<file path="config.mk">
export PLATFORM = sky130hd
export DESIGN_NAME = gpio_irq_bank
export DESIGN_NICKNAME = d
export VERILOG_FILES = /design/src/rtl/gpio_irq_pkg.sv /design/src/rtl/gpio_irq_decode.sv /design/src/rtl/gpio_irq_cfg.sv /design/src/rtl/gpio_irq_detect.sv /design/src/rtl/gpio_irq_latch.sv /design/src/rtl/gpio_irq_bank.sv
export SDC_FILE = /design/constraint.sdc
export NUM_CORES = 1
export LEC_CHECK = 0
export BUFFER_PORTS_ARGS = -buffer_cell sky130_fd_sc_hd__buf_2
export CAP_MARGIN = 25
export CELL_PAD_IN_SITES_DETAIL_PLACEMENT = 0
export CELL_PAD_IN_SITES_GLOBAL_PLACEMENT = 1
export CORE_MARGIN = 2
export CORE_UTILIZATION = 35
export DETAILED_ROUTE_END_ITERATION = 8
export PLACE_DENSITY = 0.74
export SYNTH_ARGS = -nofsm -noshare
export SYNTH_HDL_FRONTEND = slang
export SYNTH_SLANG_ARGS = --single-unit
</file>
<file path="constraint.sdc">
create_clock -name clk -period 4.61 [get_ports clk]
set_clock_uncertainty 0.2 [all_clocks]
set_input_delay 0.2305 -clock clk [delete_from_list [all_inputs] [get_ports clk]]
set_output_delay 0.2305 -clock clk [all_outputs]
set_load 0.005 [all_outputs]
</file>
<file path="src/rtl/gpio_irq_pkg.sv">
package gpio_irq_pkg;
  localparam int OFF_BLOCK   = 32'h20C;
  localparam int OFF_UNBLK_P = 32'h210;
  localparam int OFF_BLK_P   = 32'h214;
  localparam int OFF_STATUS  = 32'h218;
  localparam int OFF_KIND    = 32'h21C;
  localparam int OFF_SENSE   = 32'h220;
  localparam int OFF_DUAL    = 32'h224;
  localparam int BANK_STRIDE = 32'h40;

  typedef enum logic [2:0] {
    SEL_NONE, SEL_BLOCK, SEL_UNBLK, SEL_BLK, SEL_STATUS, SEL_KIND, SEL_SENSE, SEL_DUAL
  } reg_sel_e;

  function automatic int reg_addr(input int bank, input int off);
    return off + bank * BANK_STRIDE;
  endfunction
endpackage

</file>
<file path="src/rtl/gpio_irq_decode.sv">
module gpio_irq_decode
  import gpio_irq_pkg::*;
#(
  parameter int ADDR_W = 12,
  parameter int BANK   = 0
) (
  input  logic [ADDR_W-1:0] addr,
  output reg_sel_e          sel
);
  localparam logic [ADDR_W-1:0] A_BLOCK  = ADDR_W'(reg_addr(BANK, OFF_BLOCK));
  localparam logic [ADDR_W-1:0] A_UNBLK  = ADDR_W'(reg_addr(BANK, OFF_UNBLK_P));
  localparam logic [ADDR_W-1:0] A_BLK    = ADDR_W'(reg_addr(BANK, OFF_BLK_P));
  localparam logic [ADDR_W-1:0] A_STATUS = ADDR_W'(reg_addr(BANK, OFF_STATUS));
  localparam logic [ADDR_W-1:0] A_KIND   = ADDR_W'(reg_addr(BANK, OFF_KIND));
  localparam logic [ADDR_W-1:0] A_SENSE  = ADDR_W'(reg_addr(BANK, OFF_SENSE));
  localparam logic [ADDR_W-1:0] A_DUAL   = ADDR_W'(reg_addr(BANK, OFF_DUAL));

  always_comb begin
    if      (addr == A_BLOCK)  sel = SEL_BLOCK;
    else if (addr == A_UNBLK)  sel = SEL_UNBLK;
    else if (addr == A_BLK)    sel = SEL_BLK;
    else if (addr == A_STATUS) sel = SEL_STATUS;
    else if (addr == A_KIND)   sel = SEL_KIND;
    else if (addr == A_SENSE)  sel = SEL_SENSE;
    else if (addr == A_DUAL)   sel = SEL_DUAL;
    else                       sel = SEL_NONE;
  end
endmodule

</file>
<file path="src/rtl/gpio_irq_cfg.sv">
module gpio_irq_cfg #(
  parameter int NPINS = 32
) (
  input  logic             clk,
  input  logic             rst_n,
  input  logic             wr_kind,
  input  logic             wr_sense,
  input  logic             wr_dual,
  input  logic [NPINS-1:0] wdata,
  output logic [NPINS-1:0] kind_q,
  output logic [NPINS-1:0] sense_q,
  output logic [NPINS-1:0] dual_q
);
  // Reset leaves every pin on rising-edge detection so that status stays quiet.
  always_ff @(posedge clk or negedge rst_n) begin
    if (!rst_n) begin
      kind_q  <= '1;
      sense_q <= '1;
      dual_q  <= '0;
    end else begin
      if (wr_kind)  kind_q  <= wdata;
      if (wr_sense) sense_q <= wdata;
      if (wr_dual)  dual_q  <= wdata;
    end
  end
endmodule

</file>
<file path="src/rtl/gpio_irq_detect.sv">
module gpio_irq_detect #(
  parameter int NPINS = 32
) (
  input  logic             clk,
  input  logic             rst_n,
  input  logic [NPINS-1:0] pin_i,
  input  logic [NPINS-1:0] kind_i,
  input  logic [NPINS-1:0] sense_i,
  input  logic [NPINS-1:0] dual_i,
  output logic [NPINS-1:0] event_o
);
  logic [NPINS-1:0] prev_q;
  logic             primed_q;

  // The first sampled level after reset is only a reference, never an edge.
  always_ff @(posedge clk or negedge rst_n) begin
    if (!rst_n) begin
      prev_q   <= '0;
      primed_q <= 1'b0;
    end else begin
      prev_q   <= pin_i;
      primed_q <= 1'b1;
    end
  end

  for (genvar i = 0; i < NPINS; i++) begin : g_pin
    logic rise, fall, edge_hit, level_hit;
    assign rise      = primed_q & pin_i[i] & ~prev_q[i];
    assign fall      = primed_q & ~pin_i[i] & prev_q[i];
    assign edge_hit  = dual_i[i] ? (rise | fall) : (sense_i[i] ? rise : fall);
    assign level_hit = sense_i[i] ? pin_i[i] : ~pin_i[i];
    assign event_o[i] = kind_i[i] ? edge_hit : level_hit;
  end
endmodule

</file>
<file path="src/rtl/gpio_irq_latch.sv">
module gpio_irq_latch #(
  parameter int NPINS = 32
) (
  input  logic             clk,
  input  logic             rst_n,
  input  logic [NPINS-1:0] event_i,
  input  logic [NPINS-1:0] clr_i,
  input  logic [NPINS-1:0] unblk_i,
  input  logic [NPINS-1:0] blk_i,
  output logic [NPINS-1:0] status_q,
  output logic [NPINS-1:0] block_q
);
  always_ff @(posedge clk or negedge rst_n) begin
    if (!rst_n) begin
      status_q <= '0;
      block_q  <= '1;
    end else begin
      // A new event wins over a clear of the same bit.
      status_q <= (status_q & ~clr_i) | event_i;
      block_q  <= (block_q & ~unblk_i) | blk_i;
    end
  end
endmodule

</file>
<file path="src/rtl/gpio_irq_bank.sv">
module gpio_irq_bank
  import gpio_irq_pkg::*;
#(
  parameter int NPINS  = 32,
  parameter int ADDR_W = 12,
  parameter int DATA_W = 32,
  parameter int BANK   = 0
) (
  input  logic              clk,
  input  logic              rst_n,
  input  logic [NPINS-1:0]  pin_i,
  input  logic              bus_en,
  input  logic              bus_we,
  input  logic [ADDR_W-1:0] bus_addr,
  input  logic [DATA_W-1:0] bus_wdata,
  output logic [DATA_W-1:0] bus_rdata,
  output logic              irq_o
);
  reg_sel_e         sel;
  logic             wr;
  logic [NPINS-1:0] wd;
  logic [NPINS-1:0] kind_q, sense_q, dual_q;
  logic [NPINS-1:0] events;
  logic [NPINS-1:0] clr_bits, unblk_bits, blk_bits;
  logic [NPINS-1:0] sts_q, mask_q;

  gpio_irq_decode #(.ADDR_W(ADDR_W), .BANK(BANK)) dec_i (
    .addr(bus_addr), .sel(sel)
  );

  assign wr = bus_en & bus_we;
  assign wd = bus_wdata[NPINS-1:0];

  assign clr_bits   = (wr && sel == SEL_STATUS) ? wd : '0;
  assign unblk_bits = (wr && sel == SEL_UNBLK)  ? wd : '0;
  assign blk_bits   = (wr && sel == SEL_BLK)    ? wd : '0;

  gpio_irq_cfg #(.NPINS(NPINS)) cfg_i (
    .clk(clk), .rst_n(rst_n),
    .wr_kind (wr && sel == SEL_KIND),
    .wr_sense(wr && sel == SEL_SENSE),
    .wr_dual (wr && sel == SEL_DUAL),
    .wdata(wd), .kind_q(kind_q), .sense_q(sense_q), .dual_q(dual_q)
  );

  gpio_irq_detect #(.NPINS(NPINS)) det_i (
    .clk(clk), .rst_n(rst_n), .pin_i(pin_i),
    .kind_i(kind_q), .sense_i(sense_q), .dual_i(dual_q), .event_o(events)
  );

  gpio_irq_latch #(.NPINS(NPINS)) lat_i (
    .clk(clk), .rst_n(rst_n), .event_i(events), .clr_i(clr_bits),
    .unblk_i(unblk_bits), .blk_i(blk_bits), .status_q(sts_q), .block_q(mask_q)
  );

  always_comb begin
    bus_rdata = '0;
    if (bus_en && !bus_we) begin
      case (sel)
        SEL_BLOCK:  bus_rdata = DATA_W'(mask_q);
        SEL_STATUS: bus_rdata = DATA_W'(sts_q);
        SEL_KIND:   bus_rdata = DATA_W'(kind_q);
        SEL_SENSE:  bus_rdata = DATA_W'(sense_q);
        SEL_DUAL:   bus_rdata = DATA_W'(dual_q);
        default:    bus_rdata = '0;
      endcase
    end
  end

  assign irq_o = |(sts_q & ~mask_q);
endmodule

</file>
# Word level (Yosys, flattened, before mapping)
# Cells that the tools add are included.
# W data, S select, Z words.
# totals
ff_bits,193
ramBits,0
latch_bits,0
inputBits,80
mem_bits_ro,0
output_inout_bits,33
word_cells,403
mem_count,0
# op_classes
bitwise,233
addsub,0
magnitude_cmp,0
mul,0
n_shift,0
div,0
n_eq_ne,14
reduce_logical,9
mux,140
# op_table
op,n
$pmux W32 S5,1
$and A1 B1 Y1,129
$mux W1,128
$mux W32,4
$and A32 B32 Y32,3
$not A32 Y32,3
$eq A12 B10 Y1 const B,7
$not A1 Y1,64
$or A32 B32 Y32,2
$or A1 B1 Y1,32
$reduce_or A32 Y1,1
$mux W3,7
$eq A3 B3 Y1 const B,4
$logic_and A1 B1 Y1,7
$eq A3 B2 Y1 const B,2
$eq A3 B1 Y1 const B,1
$logic_not A1 Y1,1

# Longest topological paths before layout
# Gate-level depths: netlist of the first run.
# depth
depth_word,14
depth_mapped,7
mapped_depth_nobuf,4

# Modules after synthesis
# Synthesis of the first run repeated with hierarchy kept, for this count alone.
# unflattened
hier_cells,1087
area_unflattened_um2,11165.7
# modules_own_cells
mod,area_each_um2,cells_each,instances
gpio_irq_cfg,4115.2,204,1
gpio_irq_detect,2384.8,328,1
gpio_irq_latch,2362.3,192,1
gpio_irq_bank,2220.9,353,1
gpio_irq_decode,82.6,10,1

# Least setup slack after synthesis of the first run
# Ideal clock, no wire load.
# synth_timing
path_kind,input -> output
start,in bus_addr[7]
end,out bus_rdata[10]
setup_slack_ps,2369
stages,6
arrival_ps,1811
required_time_ps,4180
path_cell_list,or4b_1 -> buf_2 -> nor4_2 -> clkbuf_1 -> nand2_1 -> a21oi_1
# synth_between
elab_chain_len,11
# synth_lines
element,line,rtl
start: declaration,gpio_irq_bank.sv:14,"input logic [ADDR_W-1:0] bus_addr,"
$eq A12 B10 Y1,gpio_irq_decode.sv:25,else if (addr == A_DUAL) sel = SEL_DUAL;
$mux W3,gpio_irq_decode.sv:25,
$mux W3,gpio_irq_decode.sv:24,else if (addr == A_SENSE) sel = SEL_SENSE;
$mux W3,gpio_irq_decode.sv:23,else if (addr == A_KIND) sel = SEL_KIND;
$mux W3,gpio_irq_decode.sv:22,else if (addr == A_STATUS) sel = SEL_STATUS;
$mux W3,gpio_irq_decode.sv:21,else if (addr == A_BLK) sel = SEL_BLK;
$mux W3,gpio_irq_decode.sv:20,else if (addr == A_UNBLK) sel = SEL_UNBLK;
$mux W3 *,gpio_irq_decode.sv:19,if (addr == A_BLOCK) sel = SEL_BLOCK;
$eq A3 B3 Y1 or $eq A3 B1 Y1 (tied branches),gpio_irq_bank.sv:59,case (sel)
$pmux W32 S5 *,gpio_irq_bank.sv:59,
$mux W32 *,gpio_irq_bank.sv:58,if (bus_en && !bus_we) begin
end: declaration,gpio_irq_bank.sv:16,"output logic [DATA_W-1:0] bus_rdata,"
# Mark *: on every way between the ends. The rest lies on a longest branch, timed or not.

# Worst setup path in the final report of the first run
# layout_timing
start,in bus_addr[7]
end,out bus_rdata[12]
# The elaborated chain is that of the path after synthesis.

==> flow_summary.yaml, run 1 <==
power_and_ir_drop:
  switching_share_pct: 25.9
  ir_drop_uv: 235
  p_clk_share_pct: 42.4
  powerDensity_nw_per_um2: 270
  internal_power_mw: 2.51
  p_comb_share_pct: 6.6
  p_total_mw: 3.39
  power_switching_uw: 877
  p_seq_share_pct: 51.0
  power_leakage_nw: 5.00
clocking:
  clk_pin_slew_ns: 0.07
  cts_setup_buffers: 0
  cts_buffers: 17
  clockRootBuffer: "clkbuf_16"
  cts.sinks: 193
  clk_latency_ns: 0.45
  cts_resized: 0
  clock_path_buffers: 2
  cts_max_level: 4
  cts_tree: "done"
die:
  start_util_pct: 35.7
  rows: 62
  dieArea_um2: 30800
  die-height_um: 176
  design.core.area_um2: 28900
  io_pins: 113
  die_x_um: 176
yosys:
  ys_warn_count: 0
  syn_inst: 1039
  synth.net_count: 1119
  synth-edff-count: 0
  yosysSeqAreaShare_pct: 48.0
  syn_area_um2: 10300
  synth-seq-cells: 193
  synthTopCellsByArea: "dfstp_2 (24%), dfrtp_1 (24%), mux2_2 (11%)"
  synth_ff_type: "dfrtp_1"
  synth.most_common_cell: "nand2_1"
  syn_area_per_cell_um2: 9.92
  netlist_top_cells_count: "nand2_1 (162), mux2_2 (100), dfrtp_1 (97), dfstp_2 (96), o21ai_0 (96)"
  synthArstFlopShare_pct: 100
  ys_types: 39
  yosysTopAreaCell: "dfstp_2"
  synth_top_area_share_pct: 24.5
sta:
  finalCriticalPeriod_ns: 3.15
  slew_headroom_pct: 35.7
  rsz0062_at_grt: "false"
  tns_ns: 0
  final_max_slew_viol_count: 0
  worst_pin_slew_ns: 0.965
  max_freq_mhz: 318
  setup_viol: 0
  finalHoldViolCount: 0
  fin_crit_sh_pct: 68.3
critical_path:
  crit_path_end_kind: "output pin"
  cp.required_ns: 4.18
  cp-start-kind: "input pin"
  arrival_ns: 2.72
  path_class: "input pin to output pin"
  path_max_fanout: 22
grt:
  antenna_found_initial: 1
  met1_usage_pct: 29.6
  grt_overflow: 0
  grt_max_degree: 118
  grtUsageTotal_pct: 20.3
  gr-max-usage-layer: "met2"
  grt_pass1_wl_um: 48200
  grt_pass1_vias: 8414
  use_met3_pct: 3.96
  gr-usage-met2_pct: 31.1
routing:
  vias: 8557
  drt.antenna.violating_nets: 0
  wl_per_cell_um: 19.3
  drc: 0
  drt-total-wl_um: 30800
  dr.first_iter.drc_count: 599
  via_per_inst: 5.37
  firstDrtPassIters: 7
outcome:
  status: "finished clean"
final_layout:
  fill_cells: 2809
  syn_to_final_growth_pct: 21.6
  drive_gt1_share_pct: 30.6
  fin_nets: 1276
flow_run:
  max_cap_viol_count: 0
placement:
  gp_congestion: 0.797
  dp_hpwl_um: 20300
  numPortBuffers: 112
min_path:
  hold_path.class: "input pin to flop"
[final timing paths]
check / from / end / slack (ns) / cells after the start
worst max-delay path: bus_addr[7] / bus_rdata[12] / 1.46 / 7
worst min-delay path: bus_addr[11] / lat_i.block_q[7] / 0.19 / 5
worst max register to register: det_i.primed_q / lat_i.status_q[0] / 2.91 / 4
worst min register to register: lat_i.status_q[10] / lat_i.status_q[10] / 0.35 / 2
max in group asynchronous: rst_n / det_i.primed_q / 2.77 / 3
min in group asynchronous: rst_n / det_i.prev_q[28] / 0.28 / 2
[through the flow]
step           utilization (%)  std cells  setup WS (ns)  hold slack, ns  area (µm²)
3_3_place_gp              39.2       1495           1.55           0.168       11300
5_1_grt                   43.4       1592           1.40           0.208       12500
4_1_cts                   43.4       1592           1.47           0.176       12500
2_1_floorplan                -       1039           2.37          -0.265       10300
3_5_place_dp              39.3       1496           1.47           0.168       11300
6_report                  43.4       1593           1.46           0.186       12500
[metal layers]
layer  part of all wire, %  up-vias
li1                      -     4080
met1                    48     4241
met2                    45      214
met3                   5.2       22
met4                   1.4        0
met5                     0        -
[sequential cells by signal, summed over array words and instances, names as in the netlist]
register        count
cfg_i.dual_q       32
cfg_i.kind_q       32
cfg_i.sense_q      32
det_i.prev_q       32
det_i.primed_q      1
lat_i.block_q      32
lat_i.status_q     32
[cell families (layout without fill, tap and decap cells)]
group	Yosys count	count (layout)	synth area share [%]
AO/OA/AOI/OAI	277	277	16.8
buffers and inverters	94	263	3.58
flip-flops	193	193	48.0
multiplexers	128	128	14.0
other	1	2	0.0364
AND/OR/NAND/NOR	346	346	17.6
[power by group through the flow]
stage                     logic, mW  registers [mW]  clock network, mW
after global routing          0.245            1.73               1.54
after CTS                     0.226            1.73               1.46
after floorplan              0.0579            1.75                  0
after global placement        0.177            1.76                  0
after detailed placement      0.182            1.76                  0
final                         0.224            1.73               1.44
[layout by cell type (no fill, tap or decap), types with 2 or more instances in the layout]
cell	synthesis	final
nand4b_1	2	2
dfrtp_1	97	96
a32o_1	32	32
buf_2	13	111
nor4_4	1	3
inv_1	33	33
nand2b_1	3	3
or4bb_1	2	2
o22ai_1	17	17
mux2_2	100	100
nor4_1	5	5
inv_8	0	3
inv_6	0	6
a31oi_1	31	31
and2_1	31	31
mux2_1	28	28
a21oi_1	66	66
buf_4	0	20
nor3b_1	64	63
buf_12	0	2
clkinv_4	0	3
o21ai_0	96	96
nor2b_1	32	31
o221ai_1	31	31
clkbuf_16	0	17
nor3_2	1	2
dlygate4sd3_1	0	65
dfstp_2	96	96
nor2_1	33	33
nand2_1	162	162
[worst max-delay path, cell delays in order]
cell      delay [ns]
buf_2           0.09
or4b_1          0.74
nor2_1          0.18
nand4b_1        0.52
buf_4           0.47
a21oi_1         0.29
buf_2           0.17
[layout make-up]
type,instances,area (µm²),area share (%)
clock inverters,13,118,0.938
inverters,33,124,0.988
repair buffers,199,1410,11.2
multi-input cells,752,5020,40.1
flip-flops and latches,193,4950,39.5
clock buffers,18,429,3.42
well taps,384,480,3.83
diodes,1,2.50,0.0200
[repair_timing]
action | CTS | global route
endpoints found under the setup margin | 0 | 0
hold buffers | 65 | 0
hold endpoints to repair | 252 | 0
Power figures use the tool's default switching activity.
==> run 2: changes to the inputs <==
clock period = 2.93 ns   (was 4.61 ns; I/O delays follow)
==> run 2 against run 1 <==
  * Wire length decreased by 1.1%
  * Critical path type unchanged
  * Clock-buffer cell count grew 1
  * Final cell count increased by 0.38%
  * Clock power up 67%
  * Utilization rose by 0.47 points
  * Highest routed layer unchanged
  * Setup slack worse by 0.99 ns
  * Die area unchanged
  * Sequential power is 57% higher
  * Critical path depth unchanged
==> flow_summary.yaml, run 2 (synthesis results as in run 1) <==
sta:
  worst_pin_slew_ns: 0.605
  tns_ns: 0
  finalHoldViolCount: 0
  final_max_slew_viol_count: 0
  rsz0062_at_grt: "false"
  slew_headroom_pct: 59.7
  setup_viol: 0
  max_freq_mhz: 407
  fin_ws_ns: 0.476
  fin_crit_sh_pct: 83.8
  finalCriticalPeriod_ns: 2.45
  timing.hold.ws_ns: 0.0729
power_and_ir_drop:
  switching_share_pct: 24.6
  power_switching_mw: 1.35
  p_seq_share_pct: 49.5
  power_leakage_nw: 5.05
  p_clk_share_pct: 43.8
  powerDensity_nw_per_um2: 433
  ir_drop_uv: 422
  internal_power_mw: 4.14
  p_total_mw: 5.49
  p_comb_share_pct: 6.6
die:
  rows: 62
  die-height_um: 176
  io_pins: 113
  dieArea_um2: 30800
  design.core.area_um2: 28900
  die_x_um: 176
  start_util_pct: 35.7
placement:
  pre_cts_slack_ns: 0.503
  dpl_cell_area_um2: 11400
  numPortBuffers: 112
  dp_hpwl_um: 20200
  gp_congestion: 0.787
  placed_cells: 1501
critical_path:
  cp-start-kind: "input pin"
  cp.required_ns: 2.58
  crit_path_end_kind: "output pin"
  path_class: "input pin to output pin"
  path_max_fanout: 32
  endpoint: "bus_rdata[28]"
  r2r-end: "lat_i.status_q[11]"
  cp-startpoint: "bus_addr[7]"
  reg2reg_from: "det_i.primed_q"
  arrival_ns: 2.11
  r2r_setup_slack_ns: 1.28
  worstRegToRegCells: 4
final_layout:
  final_area_um2: 12700
  drive_gt1_share_pct: 31.0
  final_util_pct: 43.9
  fill_cells: 2856
  fin_nets: 1281
  final_cell_mix: "nand2_1 (162), buf_2 (111), mux2_2 (100)"
  register_area_um2: 4950
  syn_to_final_growth_pct: 22.9
  instances_no_fill: 1599
  layout_commonest_cell: "nand2_1"
  multi_input_area_um2: 5020
min_path:
  hold_path.class: "input pin to async pin"
routing:
  drt-total-wl_um: 30500
  wl_per_cell_um: 19.0
  via_per_inst: 5.35
  dr.first_iter.drc_count: 592
  drt.antenna.violating_nets: 0
  firstDrtPassIters: 6
  drc: 0
  vias: 8555
clocking:
  cts_max_level: 4
  cts_resized: 0
  clk_pin_slew_ns: 0.07
  clk_latency_ns: 0.44
  cts_tree: "done"
  clockRootBuffer: "clkbuf_16"
  clock_path_buffers: 2
  cts_buffers: 17
  cts.sinks: 193
  cts_setup_buffers: 0
outcome:
  status: "finished clean"
flow_run:
  max_cap_viol_count: 0
grt:
  grt_pass1_vias: 8348
  grt_pass1_wl_um: 47500
  antenna_found_initial: 1
  grtUsageTotal_pct: 20.0
  grt_overflow: 0
  grt_max_degree: 70
-- run 2: how the worst min path moves through the flow --
stage               slack, ns               end  start
floorplan               -0.35   cfg_i.dual_q[0]  rst_n
global placement       -0.005  det_i.prev_q[25]  rst_n
detailed placement     0.0002  det_i.prev_q[25]  rst_n
CTS                       0.1  cfg_i.dual_q[30]  rst_n
global route             0.12  det_i.prev_q[25]  rst_n
finish                   0.07  det_i.prev_q[25]  rst_n
-- run 2: layer usage --
layer / vias up / GRT usage, % / part of all wire, %
met4: 0 / 4.17 / 0.76
met5: - / 0 / 0
li1: 4080 / - / -
met3: 14 / 3.48 / 4.9
met2: 201 / 31.7 / 46
met1: 4260 / 28.6 / 49
-- run 2: what timing repair did --
item                                    4_1_cts  5_1_grt
hold endpoints to repair                    258        0
hold buffers                                 65        0
endpoints found under the setup margin        0        0
-- run 2: layout make-up --
class | count | share of cell area [%]
multi-input cells | 752 | 39.6
flip-flops and latches | 193 | 39.1
repair buffers | 204 | 11.8
well taps | 384 | 3.79
clock buffers | 19 | 3.50
clock inverters | 13 | 1.19
inverters | 33 | 0.978
diodes | 1 | 0.0197
-- run 2: worst max-delay path, cell delays in order --
cell and delay [ns]:
buf_2 0.09, or4b_1 0.75, nor4_4 0.38, buf_12 0.26
nand2_1 0.08, a21oi_1 0.22, buf_2 0.16
-- run 2: power groups by stage --
stage                     clock network (mW)  registers [mW]  logic, mW
after floorplan                            0            2.76     0.0912
final                                   2.41            2.72      0.363
after detailed placement                   0            2.76      0.299
after global routing                    2.56            2.72      0.398
after CTS                               2.47            2.72      0.369
after global placement                     0            2.76      0.297
